--- src/rtl/flag_alu.sv ---
module flag_alu (
  input  logic        clk,
  input  logic        rst_n,
  input  logic        exec,
  input  logic [3:0]  op,
  input  logic        byte_mode,
  input  logic [15:0] src,
  input  logic [15:0] dst,
  input  logic        carry_in,
  output logic [15:0] result,
  output logic        result_we,
  output logic        flag_c,
  output logic        flag_z,
  output logic        flag_n,
  output logic        flag_v
);

  localparam logic [3:0] OP_MOV  = 4'd0,  OP_ADD  = 4'd1,  OP_ADDC = 4'd2,  OP_SUB  = 4'd3;
  localparam logic [3:0] OP_SUBC = 4'd4,  OP_CMP  = 4'd5,  OP_DADD = 4'd6,  OP_BIT  = 4'd7;
  localparam logic [3:0] OP_BIC  = 4'd8,  OP_BIS  = 4'd9,  OP_XOR  = 4'd10, OP_AND  = 4'd11;
  localparam logic [3:0] OP_RRA  = 4'd12, OP_RRC  = 4'd13, OP_SWPB = 4'd14, OP_SXT  = 4'd15;

  logic        eb;
  logic [15:0] mask, a, sm, b;
  logic        is_sub, cin_eff;
  logic [16:0] sum_w;
  logic [15:0] sum_r;
  logic        sum_c, sum_v;
  logic [15:0] dres;
  logic        dcar;
  logic [15:0] res;
  logic        nc, nv, upd, rz, rn;

  assign eb   = byte_mode && !(op == OP_SWPB || op == OP_SXT);
  assign mask = eb ? 16'h00FF : 16'hFFFF;
  assign a    = dst & mask;
  assign sm   = src & mask;

  assign is_sub  = (op == OP_SUB) || (op == OP_SUBC) || (op == OP_CMP);
  assign b       = is_sub ? (~src & mask) : sm;
  assign cin_eff = (op == OP_ADD) ? 1'b0 : (op == OP_SUB || op == OP_CMP) ? 1'b1 : carry_in;
  assign sum_w   = {1'b0, a} + {1'b0, b} + {16'b0, cin_eff};
  assign sum_r   = sum_w[15:0] & mask;
  assign sum_c   = eb ? sum_w[8] : sum_w[16];
  assign sum_v   = eb ? (a[7] == b[7]) && (sum_r[7] != a[7])
                      : (a[15] == b[15]) && (sum_r[15] != a[15]);

  always_comb begin
    logic [4:0] dsum;
    logic       dc;
    dc   = carry_in;
    dres = '0;
    dcar = 1'b0;
    for (int i = 0; i < 4; i++) begin
      dsum = {1'b0, a[4*i +: 4]} + {1'b0, sm[4*i +: 4]} + {4'b0, dc};
      if (dsum > 5'd9) begin
        dsum = dsum + 5'd6;
        dc   = 1'b1;
      end else begin
        dc   = 1'b0;
      end
      dres[4*i +: 4] = dsum[3:0];
      if (i == 1 && eb) dcar = dc;
      if (i == 3 && !eb) dcar = dc;
    end
  end

  always_comb begin
    res = sm;
    nc  = 1'b0;
    nv  = 1'b0;
    upd = 1'b1;
    case (op)
      OP_MOV:                                 upd = 1'b0;
      OP_ADD, OP_ADDC, OP_SUB, OP_SUBC, OP_CMP: begin
        res = sum_r;
        nc  = sum_c;
        nv  = sum_v;
      end
      OP_DADD: begin
        res = dres & mask;
        nc  = dcar;
      end
      OP_BIT, OP_AND:                         res = a & sm;
      OP_XOR:                                 res = a ^ sm;
      OP_BIC: begin
        res = a & ~sm;
        upd = 1'b0;
      end
      OP_BIS: begin
        res = a | sm;
        upd = 1'b0;
      end
      OP_RRA: begin
        res = eb ? {8'h00, a[7], a[7:1]} : {a[15], a[15:1]};
        nc  = a[0];
      end
      OP_RRC: begin
        res = eb ? {8'h00, carry_in, a[7:1]} : {carry_in, a[15:1]};
        nc  = a[0];
      end
      OP_SWPB: begin
        res = {dst[7:0], dst[15:8]};
        upd = 1'b0;
      end
      OP_SXT:                                 res = {{8{dst[7]}}, dst[7:0]};
      default:                                upd = 1'b0;
    endcase
    rz = eb ? (res[7:0] == 8'h00) : (res == 16'h0000);
    rn = eb ? res[7] : res[15];
    if (op == OP_BIT || op == OP_AND || op == OP_XOR || op == OP_SXT) nc = !rz;
  end

  assign result    = res;
  assign result_we = !(op == OP_CMP || op == OP_BIT);

  always_ff @(posedge clk or negedge rst_n) begin
    if (!rst_n) begin
      flag_c <= 1'b0;
      flag_z <= 1'b0;
      flag_n <= 1'b0;
      flag_v <= 1'b0;
    end else if (exec && upd) begin
      flag_c <= nc;
      flag_z <= rz;
      flag_n <= rn;
      flag_v <= nv;
    end
  end

endmodule

--- config.mk ---
export PLATFORM = sky130hd
export DESIGN_NAME = flag_alu
export DESIGN_NICKNAME = d
export VERILOG_FILES = /design/src/rtl/flag_alu.sv
export SDC_FILE = /design/constraint.sdc
export NUM_CORES = 1
export LEC_CHECK = 0
export BUFFER_PORTS_ARGS = -buffer_cell sky130_fd_sc_hd__buf_2
export CAP_MARGIN = 0
export CORE_MARGIN = 2
export CORE_UTILIZATION = 26
export DETAILED_ROUTE_END_ITERATION = 8
export GPL_TIMING_DRIVEN = 1
export HOLD_SLACK_MARGIN = 0.06
export PLACE_DENSITY_LB_ADDON = 0.08
export REMOVE_ABC_BUFFERS = 1
export SLEW_MARGIN = 25
export SYNTH_ARGS = -nofsm -noshare
export SYNTH_HDL_FRONTEND = slang
export SYNTH_SLANG_ARGS = --single-unit
--- constraint.sdc ---
create_clock -name clk -period 10.95 [get_ports clk]
set_input_delay 1.095 -clock clk [delete_from_list [all_inputs] [get_ports clk]]
set_output_delay 1.095 -clock clk [all_outputs]
set_load 0.05 [all_outputs]
-- Word level (Yosys, flattened, before mapping)
Cells that the tools add are included.
- register bits: 4
- bits of input ports: 41
- output and inout bits: 21
- logic and storage cells: 98
- add/subtract/negate cells: 14
- $lt $le $gt $ge: 4
- equality and inequality tests: 19
- mux-type cells: 24
- bitwise operators: 11
- reductions and logical operators: 22
- operators with widths (kind ; number):
    one-hot mux 16 bit (10 select lines) ; 1
    AND 16 bit ; 7
    2-to-1 mux 16 bit ; 4
    equality test 4 bit (second input constant) ; 8
    NOT 16 bit ; 2
    adder 4 x 4 -> 5 bit ; 4
    adder 5 x 1 -> 5 bit ; 4
    greater-than comparator 5 x 4 -> 1 bit (second input constant) ; 4
    adder 16 x 16 -> 17 bit ; 1
    adder 17 x 1 -> 17 bit ; 1
    adder 4 x 3 -> 4 bit (second input constant) ; 4
    equality test 4 x 3 -> 1 bit (second input constant) ; 4
    zero test 16 bit ; 1
    2-to-1 mux 4 bit ; 4
    bitwise OR 16 bit ; 1
    XOR 16 bit ; 1
    2-to-1 mux 1 bit ; 14
    equality test 4 x 2 -> 1 bit (second input constant) ; 2
    zero test 8 bit ; 1
    logical OR 1 bit ; 8
    OR reduction 5 bit ; 1
    equality test 4 x 1 -> 1 bit (second input constant) ; 1
    logical AND 1 bit ; 4
    zero test 4 bit ; 1
    6 further kinds ; 11

-- Depth between registers and ports, before layout
Gate-level depths: netlist of the first run.
- depth in word-level cells: 25
- depth in mapped cells: 33
- gate-level depth less buffers: 33

-- Least setup slack after synthesis of the first run
No wires, ideal clock.
- path type: in2out
- start: input port src[0]
- end: output port result[14]
- data arrival time: 8.073 ns
- data required time: 9.855 ns
- slack: 1.782 ns
- stages: 30
- buffers on the path: 0
- path through: fa_1 > fa_1 > xnor2_1 > o2bb2ai_1 > o21bai_1 > inv_1 > fa_1 > inv_1 > fa_1 > a21o_1 > a21oi_1 > o21ai_0 > fa_1 > inv_1 > fa_1 > ha_1 > nand2_1 > a32o_1 > o31ai_2 > fa_1 > fa_1 > xnor2_1 > ha_1 > nor2b_1 > a31oi_1 > nor3_1 > nand2b_1 > nand3_1 > a21oi_1 > a22oi_1
- word-level cells in the longest chain between the ends: 16
- elaborated cells on any way between the ends: 23
- classes of those cells: add/sub (8); order compare (4); mux (6); bitwise (5)
- RTL lines (item ; RTL line ; text):
    start: declaration ; 7 ; input logic [15:0] src,
    AND 16 bit ; 37 ; assign sm = src & mask;
    adder 4 x 4 -> 5 bit ; 55 ; dsum = {1'b0, a[4*i +: 4]} + {1'b0, sm[4*i +: 4]} + {4'b0, dc};
    adder 5 x 1 -> 5 bit ; 55 ;
    greater-than comparator 5 x 4 -> 1 bit ; 56 ; if (dsum > 5'd9) begin
    2-to-1 mux 1 bit ; 56 ;
    adder 5 x 1 -> 5 bit ; 55 ;
    greater-than comparator 5 x 4 -> 1 bit ; 56 ;
    2-to-1 mux 1 bit ; 56 ;
    adder 5 x 1 -> 5 bit ; 55 ;
    greater-than comparator 5 x 4 -> 1 bit ; 56 ;
    2-to-1 mux 1 bit ; 56 ;
    adder 5 x 1 -> 5 bit ; 55 ;
    adder 4 x 3 -> 4 bit or greater-than comparator 5 x 4 -> 1 bit (tied branches) ; 57, 56 ;
    2-to-1 mux 4 bit ; 56 ;
    AND 16 bit ; 81 ; res = dres & mask;
    one-hot mux 16 bit (10 select lines) * ; 73 ; case (op)
    end: declaration ; 10 ; output logic [15:0] result,
Every way passes the cells marked *; elsewhere a longest branch is shown, timed or not.

-- Final worst setup path of the first run
- start: input port src[0]
- end: output port result[15]
The elaborated chain is that of the path after synthesis.

==> out/metrics.csv, run 1 <==
metric,value,unit
Die H,133,um
synthesis warning total,0,
core occupancy in the finished layout,29.6,%
number of buffers created by CTS,3,
overflow left after global routing,0,
sequential cell area in the final layout,100,um^2
"FFs w/ async S/R, synth",100,%
Setup crit start kind,input pin,
number of violations reported at the end of detailed-routing iteration 0,469,
clock tree from TritonCTS,yes,
relative slew slack,33.2,%
Via density,5.79,
Worst-Margin Slew,0.995,ns
routed vias,5183,
area of the die,17600,um^2
post-synthesis to final-layout area growth,12.8,%
CTS root buf,clkbuf_16,
area of the core,16400,um^2
total of fill cells in the finished design,1853,
CP endpoint kind,output port,
"critical path fanouts, max",5,
unrepaired setup endpoints after global routing,false,
Clock Sinks,4,
DRC violations left,0,
hold_buf cts,0,
largest net degree at the start of global routing,38,
count of nets left with antenna violations after detail routing,0,
overall routed net length,19900,um
number of primary I/O pins,62,
area share of the leading cell type in the synthesized netlist,14.2,%
worst hold-check path type,register to register,
global-route wire length before repair,30000,um
row count,47,
postcts setup bufs,0,
outcome,finished clean,
Critical path buffers and inverters,5,
critical path's top delay family,adder cells,
count of final setup violators,0,
most common flop cell mapped by yosys,dfrtp_1,
wire per inst,22.3,um
latest clock arrival within the worst-skew pair,0.22,ns
data arrival time at the worst-slack endpoint,8.98,ns
Initial Util,26.3,%
via count of the first global-routing pass,5099,
largest cells by area after synthesis,"ha_1, a21oi_1, nand2_1",
flip-flop and latch count after synthesis,4,
DP Worst Slack,0.975,ns
layout cell share with drive strength beyond 1,15.0,%
"commonest non-fill, non-tap cell in the layout",nand2_1,
H-tree lvl count,1,
pins over their slew limit,0,
final worst path period share,92.0,%
DIE WIDTH,133,um
min cycle time layout,10.08,ns
weighted congestion at the end of routability-driven global placement,0.880,
maximum vdd drop,83.1,uV
post-synthesis instance total,632,
total number of nets in the final design,777,
"leading cell types in the layout, fill and taps excluded","nand2_1, buf_2, a21oi_1",
register clock-pin slew on the reported worst setup and hold paths,0.03,ns
overall fraction of global-route tracks in use,21.9,%
Max Clock Skew,0,ns
largest stage delay on the critical path,0.52,ns
maximum buffer depth of the clock tree,2,
Post-Synthesis Mean Instance Area,6.82,um^2
Diodes inserted,0,
Worst Path Required,9.86,ns
type of the setup path with the least slack,input pin to output port,
final worst-path setup slack,0.875,ns
cell with the largest stage delay on the worst path,o21ai_0,
count of different cell masters after synthesis,87,
part of the Yosys area used for sequential elements,2.32,%
leakage power,2.13,nW
total of cells resized after clock tree synthesis,0,
initial antenna violation count,0,
Fin. Hold Viols,0,
most repeated library cell on the critical path,fa_1,
first-pass iteration count of the detailed router,5,
Highest Clock Rate,99.3,MHz
total area of multi-input combinational cells,3840,um^2
half-perimeter wire length after detailed placement,15400,um
Max Cap Violations,0,
number of enable flip-flop cells after synthesis,0,
count of port buffers added during placement,61,
summed negative setup slack over all endpoints,0,ns
Power per Cell Area,91.2,nW/um^2
Post-Syn Area,4310,um^2
most area-hungry cell type in the Yosys netlist,ha_1,
state kept, by name, summed over array words and instances, names as in the netlist:
name	cells
flag_n	1
flag_c	1
flag_z	1
flag_v	1
area by class of cell:
| cell class | instances | area share, % |
|---|---|---|
| Timing Repair Buffer | 71 | 7.82 |
| Clock buffer | 3 | 1.54 |
| Tap cell | 220 | 5.66 |
| Inverter | 51 | 3.94 |
| Sequential cell | 4 | 2.06 |
| Multi-Input combinational cell | 546 | 79.0 |
cell families after synthesis:
kind of cell / count (synthesis) / share of synthesized area, %
xor+xnor: 35 / 7.11
fa+ha+maj: 62 / 19.6
compound gates: 225 / 35.7
flops: 4 / 2.32
mux: 6 / 1.39
buf+inv: 82 / 8.68
simple gates: 218 / 25.3
cell usage after synthesis, types with 6 or more instances:
| master | n |
|---|---|
| a21o_1 | 6 |
| a21oi_1 | 57 |
| a22oi_1 | 12 |
| a31oi_1 | 9 |
| a32oi_1 | 8 |
| and2_1 | 7 |
| buf_2 | 8 |
| clkbuf_1 | 12 |
| fa_1 | 10 |
| ha_1 | 49 |
| inv_1 | 50 |
| mux2i_1 | 6 |
| nand2_1 | 75 |
| nand2b_1 | 8 |
| nand3_1 | 14 |
| nor2_1 | 53 |
| nor3_1 | 16 |
| o211ai_1 | 8 |
| o21ai_0 | 40 |
| o21ai_1 | 7 |
| o22ai_1 | 10 |
| o2bb2ai_1 | 6 |
| xnor2_1 | 29 |
| xor2_1 | 6 |
worst reg2reg max path, stage by stage (launching register included):
cell and delay [ns]:
dfrtp_1 0.36, inv_1 0.08, o21ai_0 0.07, a21oi_1 0.15, a31oi_1 0.10
per-layer routing:
| layer | part of all wire (%) | GRT usage [%] | vias to the layer above |
|---|---|---|---|
| met5 | 0 | 0 | - |
| met4 | 3.8 | 7.65 | 0 |
| li1 | - | - | 2412 |
| met2 | 45 | 35.2 | 207 |
| met3 | 5.7 | 2.03 | 44 |
| met1 | 46 | 30.5 | 2520 |
stage by stage:
step | instances | hold WS [ns] | power (mW) | area (um^2)
4_1_cts | 895 | 0.472 | 0.440 | 4860
6_report | 895 | 0.466 | 0.443 | 4860
2_1_floorplan | 601 | 0.761 | 0.271 | 4130
3_3_place_gp | 892 | 0.459 | 0.379 | 4790
5_1_grt | 895 | 0.499 | 0.477 | 4860
3_5_place_dp | 892 | 0.465 | 0.382 | 4790
path summary, 6_finish.rpt:
check,start,endpoint,slack (ns),depth (start not counted)
worst max-delay path,src[0],result[15],0.87,30
worst min-delay path,flag_n,flag_n,0.47,2
worst max register to register,flag_c,flag_c,10.03,4
worst min register to register,flag_n,flag_n,0.47,2
max in group asynchronous,rst_n,flag_c,10.16,1
min in group asynchronous,rst_n,flag_n,0.67,1
report_power, final:
group / internal [mW] / switching, mW
Combinational: 0.124 / 0.246
Sequential: 0.0168 / 0.000855
Clock: 0.0466 / 0.00943
Power figures use the tool's default switching activity.
==> run 2, diff against run 1 <==
ABC_AREA = 1   (was not set)
==> out/metrics.csv, run 2 <==
metric,value,unit
Final Hold Slack,0.469,ns
number of violations reported at the end of detailed-routing iteration 0,321,
half-perimeter wire length after detailed placement,14500,um
cell with the most instances after synthesis,nand2_1,
cell with the largest stage delay on the worst path,fa_1,
area of the core,15700,um^2
Fin. Hold Viols,0,
register clock-pin slew on the reported worst setup and hold paths,0.03,ns
Max Cap Violations,0,
Non-Filler Instances,1063,
Post-Syn Area,4150,um^2
overflow left after global routing,0,
Max Clock Skew,0,ns
number of enable flip-flop cells after synthesis,0,
core occupancy in the finished layout,30.2,%
overall routed net length,18000,um
total placed cells including tap cells,1060,
clock tree from TritonCTS,yes,
area share of the leading cell type in the synthesized netlist,22.4,%
worst hold-check path type,register to register,
hold_buf cts,0,
DRC violations left,0,
Via density,4.78,
number of primary I/O pins,62,
synthesis warning total,0,
r2r endpoint,flag_v,
Highest Clock Rate,107,MHz
number of buffers created by CTS,3,
most common flop cell mapped by yosys,dfrtp_1,
Hold Startpoint,flag_n,
beginning of the critical path,dst[0],
"leading cell types in the layout, fill and taps excluded","nand2_1, inv_1, nor2_1",
Power per Cell Area,86.0,nW/um^2
post-synthesis to final-layout area growth,14.3,%
layout cell share with drive strength beyond 1,11.6,%
row count,46,
count of final setup violators,0,
count of port buffers added during placement,61,
final worst-path setup slack,1.58,ns
relative slew slack,30.3,%
area of all placed cells without fillers,4740,um^2
Die H,130,um
maximum buffer depth of the clock tree,2,
global-route wire length before repair,27400,um
most repeated library cell on the critical path,nand2_1,
"critical path fanouts, max",6,
summed negative setup slack over all endpoints,0,ns
most area-hungry cell type in the Yosys netlist,nand2_1,
maximum vdd drop,51.4,uV
total of cells resized after clock tree synthesis,0,
"FFs w/ async S/R, synth",100,%
outcome,finished clean,
CP endpoint kind,output port,
Post-Synthesis Mean Instance Area,5.24,um^2
Clock Sinks,4,
cell depth of the worst min-delay path,2,
"commonest non-fill, non-tap cell in the layout",nand2_1,
wire per inst,16.9,um
largest stage delay on the critical path,0.50,ns
count of different cell masters after synthesis,39,
Diodes inserted,0,
register-to-register setup slack,10.33,ns
largest net degree at the start of global routing,25,
pins over their slew limit,0,
Setup crit start kind,input pin,
routed vias,5083,
post-synthesis instance total,792,
Initial Util,26.4,%
min cycle time layout,9.37,ns
Power Total,0.408,mW
startpoint of the lowest-slack register-to-register path,flag_v,
count of nets left with antenna violations after detail routing,0,
overall fraction of global-route tracks in use,21.3,%
part of the Yosys area used for sequential elements,2.41,%
H-tree lvl count,1,
weighted congestion at the end of routability-driven global placement,0.882,
Worst Path Required,9.86,ns
endpoint with the worst hold slack,flag_n,
placement-stage cell area,4660,um^2
latest clock arrival within the worst-skew pair,0.22,ns
postcts setup bufs,0,
cell types with the highest counts after synthesis,"nand2_1, inv_1, nor2_1, nand3_1, ha_1",
first-pass iteration count of the detailed router,6,
total number of nets in the final design,949,
DIE WIDTH,130,um
Worst-Margin Slew,1.04,ns
number of cells traversed by the worst register-to-register path,2,
CTS root buf,clkbuf_16,
unrepaired setup endpoints after global routing,false,
flip-flop and latch count after synthesis,4,
data arrival time at the worst-slack endpoint,8.28,ns
final worst path period share,85.6,%
DP Worst Slack,1.60,ns
largest cells by area after synthesis,"nand2_1, ha_1, inv_1",
leakage power,2.76,nW
via count of the first global-routing pass,4850,
initial antenna violation count,0,
area of the die,17000,um^2
type of the setup path with the least slack,input pin to output port,
run 2: cell types whose count changed after synthesis, sizes merged, moves of 11 or more:
cell	change
a21oi	-17
a22oi	-11
inv	+86
nand2	+179
nand3	+67
nand4	+11
nor2	+41
nor3	-15
xnor2	-26
run 2: final cells by class:
cell class,count,area [um^2]
clock buffers,3,75.1
well taps,216,270
repair buffers,64,328
flip-flops and latches,4,100
fillers,1893,11000
multi-input cells,639,3450
inverters,137,514
run 2: worst max path at each step:
stage | to | slack, ns | depth (start not counted)
after global routing | result[13] | 0.94 | 40
after detailed placement | result[15] | 1.60 | 39
final | result[13] | 1.58 | 39
after global placement | result[13] | 1.77 | 39
after CTS | result[15] | 1.59 | 39
after floorplan | result[15] | 2.52 | 38
run 2: power breakdown:
group | switching, mW | internal [mW]
combinational | 0.234 | 0.0986
sequential | 0.000916 | 0.0168
clock | 0.0105 | 0.0467
run 2: metal layers:
| metal | track usage [%] | up-vias | routed length, um |
|---|---|---|---|
| met5 | 0 | - | 0 |
| met4 | 3.48 | 0 | 234 |
| met3 | 1.23 | 18 | 587 |
| met2 | 38.5 | 104 | 8640 |
| met1 | 28.4 | 2332 | 8490 |
| li1 | - | 2629 | - |
run 2: worst max-delay path: cells and delay by family:
| family | cells | cell delay, ns |
|---|---|---|
| adders and majority gates | 10 | 3.72 |
| and+or+nand+nor | 17 | 1.84 |
| buffers and inverters | 7 | 0.74 |
| xor gates and xnor gates | 2 | 0.54 |
| AOI/OAI and AO/OA | 3 | 0.32 |
run 2: logic make-up (layout without fill, tap and decap cells):
family,count (synthesis),in the layout,share of synthesized area (%)
and+or+nand+nor,462,462,47.4
buffers and inverters,149,204,14.4
AOI/OAI and AO/OA,107,107,13.8
adders and majority gates,59,59,19.6
xor gates and xnor gates,11,11,2.32
DFF,4,4,2.41
==> run 3, diff against run 2 <==
CTS_BUF_LIST = sky130_fd_sc_hd__clkbuf_8   (was not set)
==> out/metrics.csv, run 3 (synthesis gave the netlist of run 2 again) <==
metric,value,unit
Max Cap Violations,0,
register-to-register setup slack,10.33,ns
"critical path fanouts, max",6,
first-pass iteration count of the detailed router,7,
total of cells resized after clock tree synthesis,0,
overflow left after global routing,0,
total number of nets in the final design,949,
overall fraction of global-route tracks in use,21.3,%
count of port buffers added during placement,61,
data arrival time at the worst-slack endpoint,8.27,ns
Clock Sinks,4,
overall routed net length,18000,um
CP endpoint kind,output port,
maximum vdd drop,31.5,uV
part of the power in the clock network,8.3,%
count of nets left with antenna violations after detail routing,0,
placement-stage cell area,4660,um^2
via count of the first global-routing pass,4847,
half-perimeter wire length after detailed placement,14500,um
reported net switching power,0.243,mW
type of the setup path with the least slack,input pin to output port,
area of the core,15700,um^2
r2r endpoint,flag_v,
cell with the largest stage delay on the worst path,fa_1,
leakage power,2.74,nW
number of buffers created by CTS,3,
latest clock arrival within the worst-skew pair,0.22,ns
Worst Path Required,9.86,ns
summed negative setup slack over all endpoints,0,ns
internal power of the cells,0.139,mW
part of the power in registers,4.6,%
min cycle time layout,9.37,ns
layout cell share with drive strength beyond 1,11.6,%
Worst-Margin Slew,1.05,ns
"leading cell types in the layout, fill and taps excluded","nand2_1, inv_1, nor2_1",
count of final setup violators,0,
register clock-pin slew on the reported worst setup and hold paths,0.03,ns
Max Clock Skew,0,ns
DRC violations left,0,
pins over their slew limit,0,
H-tree lvl count,1,
area of the die,17000,um^2
hold_buf cts,0,
wire per inst,16.9,um
area of all placed cells without fillers,4710,um^2
DIE WIDTH,130,um
routed vias,5073,
CTS root buf,clkbuf_8,
Power per Cell Area,81.1,nW/um^2
Diodes inserted,0,
fraction of power spent switching nets,63.6,%
clock tree from TritonCTS,yes,
Die H,130,um
weighted congestion at the end of routability-driven global placement,0.882,
worst hold-check path type,register to register,
largest net degree at the start of global routing,25,
Initial Util,26.4,%
row count,46,
outcome,finished clean,
total of fill cells in the finished design,1896,
portion of total power attributed to combinational logic,87.1,%
startpoint of the lowest-slack register-to-register path,flag_v,
maximum buffer depth of the clock tree,2,
postcts setup bufs,0,
largest stage delay on the critical path,0.50,ns
relative slew slack,30.2,%
cell depth of the worst min-delay path,2,
initial antenna violation count,0,
post-synthesis to final-layout area growth,13.5,%
"commonest non-fill, non-tap cell in the layout",nand2_1,
final worst path period share,85.6,%
number of cells traversed by the worst register-to-register path,2,
Via density,4.77,
Highest Clock Rate,107,MHz
Setup crit start kind,input pin,
unrepaired setup endpoints after global routing,false,
endpoint with the worst hold slack,flag_n,
global-route wire length before repair,27300,um
number of violations reported at the end of detailed-routing iteration 0,308,
Hold Startpoint,flag_n,
Fin. Hold Viols,0,
number of primary I/O pins,62,
most repeated library cell on the critical path,nand2_1,
run 3: cell counts in the layout (fill, tap and decap cells not counted):
No cell type changed its count.
run 3: worst max-delay path: cells and delay by family:
family	cells	cell delay, ns
AO/OA/AOI/OAI	3	0.32
AND/OR/NAND/NOR	17	1.85
buffers and inverters	7	0.74
adder cells (fa/ha/maj)	10	3.72
XOR/XNOR	2	0.54
run 3: layer usage:
metal | GRT usage, % | up-vias | share of wire (%)
li1 | - | 2627 | -
met1 | 28.4 | 2318 | 47
met2 | 38.5 | 110 | 48
met3 | 1.23 | 18 | 3.6
met4 | 3.29 | 0 | 1.3
met5 | 0 | - | 0
run 3: through the flow:
stage | std cells | power [mW] | setup WS, ns | utilization (%) | hold WS, ns
2_1_floorplan | 780 | 0.255 | 2.52 | - | 0.756
3_3_place_gp | 1060 | 0.354 | 1.77 | 29.7 | 0.464
3_5_place_dp | 1060 | 0.350 | 1.60 | 29.7 | 0.469
4_1_cts | 1063 | 0.384 | 1.59 | 29.9 | 0.478
5_1_grt | 1063 | 0.426 | 0.936 | 29.9 | 0.485
6_report | 1063 | 0.382 | 1.58 | 29.9 | 0.469
run 3: layout make-up:
| class | instances | area, um^2 | area share (%) |
|---|---|---|---|
| multi-input combinational | 639 | 3450 | 73.4 |
| inverter | 137 | 514 | 10.9 |
| timing repair buffer | 64 | 328 | 6.97 |
| tap | 216 | 270 | 5.74 |
| sequential | 4 | 100 | 2.13 |
| clock buffer | 3 | 41.3 | 0.877 |
run 3: power by group through the flow:
stage	logic, mW	registers, mW	clock network (mW)
after floorplan	0.230	0.0246	0
after global placement	0.336	0.0179	0
after detailed placement	0.332	0.0179	0
after CTS	0.334	0.0177	0.0327
after global routing	0.375	0.0180	0.0333
final	0.333	0.0177	0.0315
run 3: worst max-delay path by stage:
| stage | cells past startpoint | to | slack, ns | startpoint |
|---|---|---|---|---|
| after floorplan | 38 | result[15] | 2.52 | src[0] |
| after global placement | 39 | result[13] | 1.77 | dst[0] |
| after detailed placement | 39 | result[15] | 1.60 | dst[0] |
| after CTS | 39 | result[15] | 1.59 | dst[0] |
| after global routing | 40 | result[13] | 0.94 | dst[0] |
| final | 39 | result[13] | 1.58 | dst[0] |
